**src/rtl/txn_trk_pkg.sv**
```systemverilog
package txn_trk_pkg;

    // Default widths of the tracked interface
    localparam int unsigned DEF_ID_W       = 2;
    localparam int unsigned DEF_REQ_TYPE_W = 3;
    localparam int unsigned DEF_PRIO_W     = 2;
    localparam int unsigned DEF_RSP_TYPE_W = 2;

    // Fault reporting state held by the top module
    typedef struct packed {
        logic reuse_pulse;
        logic reuse_err;
        logic orphan_err;
    } trk_err_t;

endpackage

```
**src/rtl/trk_slot.sv**
```systemverilog
module trk_slot #(
    parameter int unsigned REQ_TYPE_W = 3,
    parameter int unsigned PRIO_W     = 2,
    parameter int unsigned RSP_TYPE_W = 2
) (
    input  logic                  clk,
    input  logic                  rst,
    input  logic                  set_i,
    input  logic                  clr_i,
    input  logic [REQ_TYPE_W-1:0] req_type_i,
    input  logic [PRIO_W-1:0]     req_prio_i,
    input  logic [RSP_TYPE_W-1:0] rsp_type_i,
    output logic                  active_o,
    output logic [REQ_TYPE_W-1:0] req_type_o,
    output logic [PRIO_W-1:0]     req_prio_o,
    output logic [RSP_TYPE_W-1:0] rsp_type_o
);

    typedef struct packed {
        logic                  active;
        logic [REQ_TYPE_W-1:0] rtype;
        logic [PRIO_W-1:0]     prio;
        logic [RSP_TYPE_W-1:0] done_type;
    } slot_state_t;

    slot_state_t st_d, st_q;

    always_comb begin
        st_d = st_q;
        if (clr_i) begin
            // completion has priority over a same-cycle request
            st_d.active    = 1'b0;
            st_d.rtype     = '0;
            st_d.prio      = '0;
            st_d.done_type = rsp_type_i;
        end else if (set_i && !st_q.active) begin
            st_d.active    = 1'b1;
            st_d.rtype     = req_type_i;
            st_d.prio      = req_prio_i;
            st_d.done_type = '0;
        end
    end

    always_ff @(posedge clk) begin
        if (rst) begin
            st_q <= '0;
        end else begin
            st_q <= st_d;
        end
    end

    assign active_o   = st_q.active;
    assign req_type_o = st_q.rtype;
    assign req_prio_o = st_q.prio;
    assign rsp_type_o = st_q.done_type;

endmodule

```
**src/rtl/trk_free_pick.sv**
```systemverilog
module trk_free_pick #(
    parameter int unsigned SLOTS = 4,
    parameter int unsigned ID_W  = 2
) (
    input  logic [SLOTS-1:0] active_i,
    output logic             avail_o,
    output logic [ID_W-1:0]  id_o
);

    always_comb begin
        id_o = '0;
        // walk downward so the lowest free index is the last one written
        for (int i = SLOTS - 1; i >= 0; i--) begin
            if (!active_i[i]) begin
                id_o = ID_W'(i);
            end
        end
        avail_o = ~&active_i;
    end

endmodule

```
**src/rtl/txn_id_tracker.sv**
```systemverilog
module txn_id_tracker
    import txn_trk_pkg::*;
#(
    parameter int unsigned ID_W       = DEF_ID_W,
    parameter int unsigned REQ_TYPE_W = DEF_REQ_TYPE_W,
    parameter int unsigned PRIO_W     = DEF_PRIO_W,
    parameter int unsigned RSP_TYPE_W = DEF_RSP_TYPE_W
) (
    input  logic                       clk,
    input  logic                       rst,
    input  logic                       req_valid,
    input  logic [ID_W-1:0]            req_id,
    input  logic [REQ_TYPE_W-1:0]      req_type,
    input  logic [PRIO_W-1:0]          req_prio,
    input  logic                       rsp_valid,
    input  logic [ID_W-1:0]            rsp_id,
    input  logic [RSP_TYPE_W-1:0]      rsp_type,
    input  logic [ID_W-1:0]            rd_id,
    output logic [(1<<ID_W)-1:0]       active_o,
    output logic                       free_avail,
    output logic [ID_W-1:0]            free_id,
    output logic                       reuse_pulse,
    output logic                       reuse_err,
    output logic                       orphan_err,
    output logic [REQ_TYPE_W-1:0]      rd_req_type,
    output logic [PRIO_W-1:0]          rd_req_prio,
    output logic [RSP_TYPE_W-1:0]      rd_rsp_type
);

    localparam int unsigned SLOTS = 1 << ID_W;

    logic [SLOTS-1:0]      set_vec;
    logic [SLOTS-1:0]      clr_vec;
    logic [SLOTS-1:0]      act_vec;
    logic [REQ_TYPE_W-1:0] type_arr [SLOTS];
    logic [PRIO_W-1:0]     prio_arr [SLOTS];
    logic [RSP_TYPE_W-1:0] done_arr [SLOTS];

    for (genvar g = 0; g < SLOTS; g++) begin : g_slot
        assign set_vec[g] = req_valid && (req_id == ID_W'(g));
        assign clr_vec[g] = rsp_valid && (rsp_id == ID_W'(g));

        trk_slot #(
            .REQ_TYPE_W (REQ_TYPE_W),
            .PRIO_W     (PRIO_W),
            .RSP_TYPE_W (RSP_TYPE_W)
        ) u_slot (
            .clk        (clk),
            .rst        (rst),
            .set_i      (set_vec[g]),
            .clr_i      (clr_vec[g]),
            .req_type_i (req_type),
            .req_prio_i (req_prio),
            .rsp_type_i (rsp_type),
            .active_o   (act_vec[g]),
            .req_type_o (type_arr[g]),
            .req_prio_o (prio_arr[g]),
            .rsp_type_o (done_arr[g])
        );
    end

    trk_free_pick #(
        .SLOTS (SLOTS),
        .ID_W  (ID_W)
    ) u_pick (
        .active_i (act_vec),
        .avail_o  (free_avail),
        .id_o     (free_id)
    );

    trk_err_t err_d, err_q;

    always_comb begin
        err_d             = err_q;
        err_d.reuse_pulse = req_valid && act_vec[req_id];
        if (req_valid && act_vec[req_id]) begin
            err_d.reuse_err = 1'b1;
        end
        if (rsp_valid && !act_vec[rsp_id]) begin
            err_d.orphan_err = 1'b1;
        end
    end

    always_ff @(posedge clk) begin
        if (rst) begin
            err_q <= '0;
        end else begin
            err_q <= err_d;
        end
    end

    assign active_o    = act_vec;
    assign reuse_pulse = err_q.reuse_pulse;
    assign reuse_err   = err_q.reuse_err;
    assign orphan_err  = err_q.orphan_err;
    assign rd_req_type = type_arr[rd_id];
    assign rd_req_prio = prio_arr[rd_id];
    assign rd_rsp_type = done_arr[rd_id];

endmodule

```
**config.mk**
```make
export PLATFORM = sky130hd
export DESIGN_NAME = txn_id_tracker
export DESIGN_NICKNAME = d
export VERILOG_FILES = /design/src/rtl/txn_trk_pkg.sv /design/src/rtl/trk_slot.sv /design/src/rtl/trk_free_pick.sv /design/src/rtl/txn_id_tracker.sv
export SDC_FILE = /design/constraint.sdc
export NUM_CORES = 1
export LEC_CHECK = 0
export BUFFER_PORTS_ARGS = -buffer_cell sky130_fd_sc_hd__buf_2
export CORE_MARGIN = 2
export CORE_UTILIZATION = 25
export CTS_CLUSTER_SIZE = 16
export DETAILED_ROUTE_END_ITERATION = 10
export SYNTH_ARGS = -nofsm -noshare
export SYNTH_HDL_FRONTEND = slang
export SYNTH_HIERARCHICAL = 1
export SYNTH_SLANG_ARGS = --single-unit
```
**constraint.sdc**
```tcl
create_clock -name clk -period 2.2 [get_ports clk]
set_input_delay 0.44 -clock clk [delete_from_list [all_inputs] [get_ports clk]]
set_output_delay 0.44 -clock clk [all_outputs]
set_load 0.1 [all_outputs]
```
==> impl_metrics.json <==
{
  "outcome": "finished, final reports clean",
  "slew_viol_final": 0,
  "final_common_cell": "nand2_1",
  "drtIter0Drc": 37,
  "clock-sinks": 35,
  "clockRootBuffer": "clkbuf_8",
  "gp_congestion": 0.741,
  "fillers": 696,
  "ys_seq_area_share_pct": 41.2,
  "drive_above_1_share_pct": 39.9,
  "synth-adder-area-share_pct": 0,
  "core-area_sq_um": 6680,
  "crit_type": "in2out",
  "start_kind": "input port",
  "finalHoldViolCount": 0,
  "critPathCaptureType": "output pin",
  "crit_fanout": 7,
  "io_pins": 34,
  "fin_crit_sh_pct": 89.9,
  "grt_pass1_vias": 1273,
  "clock_latency_ns": 0.29,
  "skew_ns": 0.00512,
  "finalCriticalPeriod_ns": 1.98,
  "syn_area_per_cell_sq_um": 9.55,
  "grt_overflow": 0,
  "dr_total_vias": 1359,
  "power_mw": 1.43,
  "grt_usage_pct": 11.5,
  "synth_compound_area_share_pct": 14.5,
  "dp_hpwl_um": 2990,
  "p_per_area_nw_per_um2": 706,
  "synth_seq_cells": 35,
  "cp_data_arrival_time_ns": 1.54,
  "numCtsBuffers": 5,
  "tns_ns": 0,
  "fp.dieArea_sq_um": 7480,
  "setup_viol": 0,
  "die_w_um": 86.5,
  "cts_buffer_depth": 2,
  "max_freq_mhz": 505,
  "routed_via_density": 4.64,
  "antenna_found_initial": 0,
  "syn-num-nets": 195,
  "leakagePower_nw": 0.762,
  "grt_pass1_wl_um": 6500,
  "drtPass1Iterations": 6,
  "htreeDepth": 2,
  "netlist_area_sq_um": 1700,
  "rsz0062_at_grt": "no",
  "diodes": 0,
  "synthMuxAreaShare_pct": 11.8,
  "post_cts_buffers": 0,
  "synthCells": 178,
  "synth_warnings": 6,
  "route.detailed.drc": 0,
  "synth_simple_gate_area_share_pct": 29.1,
  "max_cap_violations": 0,
  "cts_tree": "built",
  "slew_headroom_pct": 61.3,
  "fp-row-count": 30,
  "worstMarginPinSlew_ns": 0.580,
  "synth_cell_types": 28,
  "cts.hold.buffers_added": 0,
  "nets": 229,
  "clk_pin_slew_ns": 0.07,
  "synth_top_family_by_area": "simple AND/OR/NAND/NOR gates",
  "grt_max_degree": 18,
  "ir_drop_v": 0.000207,
  "worstHoldPathType": "in2reg",
  "worst_ep_required_time_ns": 1.76,
  "ctsResizeCount": 0,
  "wirelength_um": 3900,
  "most-common-layout-cells": "51 x nand2_1, 33 x buf_2, 31 x dfxtp_1",
  "synth_xor_area_share_pct": 0,
  "syn2layout_area_growth_pct": 19.2,
  "port-buffer-count": 33,
  "start_util_pct": 25.4,
  "wl_per_cell_um": 13.3,
  "drtAntennaViolNets": 0,
  "die_h_um": 86.5
}
kinds of logic after synthesis:
| group | count (synthesis) |
|---|---|
| and+or+nand+nor | 94 |
| muxes | 10 |
| buffers and inverters | 7 |
| AOI/OAI and AO/OA | 32 |
| DFF | 35 |
synth_stat cells:
master | instances | area (sq um)
a21boi_1 | 1 | 7.51
a21oi_1 | 9 | 45.0
a21oi_2 | 20 | 175
a221o_1 | 1 | 10.0
a22o_1 | 1 | 8.76
and2_2 | 1 | 7.51
and2b_1 | 4 | 30.0
and3_1 | 1 | 6.26
and3_2 | 1 | 7.51
and3b_1 | 2 | 17.5
and3b_2 | 1 | 10.0
buf_1 | 1 | 3.75
buf_2 | 1 | 5.00
buf_6 | 4 | 45.0
dfxtp_1 | 35 | 701
inv_1 | 1 | 3.75
mux2i_1 | 2 | 20.0
mux4_2 | 8 | 180
nand2_1 | 51 | 191
nand2b_1 | 1 | 6.26
nand3b_1 | 8 | 60.1
nand4_1 | 1 | 6.26
nor2_1 | 6 | 22.5
nor2_2 | 4 | 25.0
nor2b_1 | 2 | 12.5
nor3b_1 | 3 | 22.5
or2_1 | 4 | 25.0
or2b_4 | 4 | 45.0
layout make-up:
type | instances | area [sq um] | share of cell area, %
tap | 80 | 100 | 4.94
multi-input combinational | 136 | 950 | 46.9
timing repair buffer | 33 | 165 | 8.15
sequential | 35 | 708 | 34.9
clock buffer | 8 | 100 | 4.94
inverter | 1 | 3.75 | 0.185
report_power, final:
group	switching [mW]	leakage, nW	internal (mW)
logic	0.177	0.424	0.0689
registers	0.0182	0.286	0.656
clock network	0.226	0.0515	0.286
total	0.421	0.762	1.01
metal layers:
metal | up-vias | routed length [um] | global-route usage, %
met5 | - | 0 | 0
met4 | 0 | 78 | 5.54
met3 | 5 | 173 | 3.33
met2 | 30 | 1910 | 18.0
met1 | 645 | 1740 | 14.6
li1 | 679 | - | -
worst max-delay path, cell delays in order:
cell and delay [ns]:
buf_2 0.23, mux4_2 0.55, buf_2 0.31
metrics by stage:
step           hold WS, ns  utilization (%)  worst slack (ns)  cell area, sq um  instances
6_report             0.439             30.3             0.222              2030        293
4_1_cts              0.426             30.3             0.209              2030        293
5_1_grt              0.433             30.3             0.169              2030        293
2_1_floorplan        0.444                -            0.0109              1720        178
3_5_place_dp         0.457             28.8             0.209              1930        285
3_3_place_gp         0.453             28.8             0.206              1930        285
registers in the layout, indices dropped and copies added, names as in the netlist:
register / flops
g_slot.u_slot/rsp_type_o: 8
reuse_err: 1
g_slot.u_slot/req_prio_o: 8
reuse_pulse: 1
g_slot.u_slot/req_type_o: 12
orphan_err: 1
g_slot.u_slot/active_o: 4
worst paths after layout:
kind                             startpoint  slack [ns]                             end  cells past startpoint
min                             req_type[2]        0.44  g_slot[1].u_slot/req_type_o[2]                      3
max reg2reg       g_slot[3].u_slot/active_o        1.05                     reuse_pulse                      2
max                                rd_id[0]        0.22                  rd_req_prio[1]                      3
min reg2reg  g_slot[3].u_slot/req_prio_o[0]        0.47  g_slot[3].u_slot/req_prio_o[0]                      2
(Power assumes the default switching activity.)
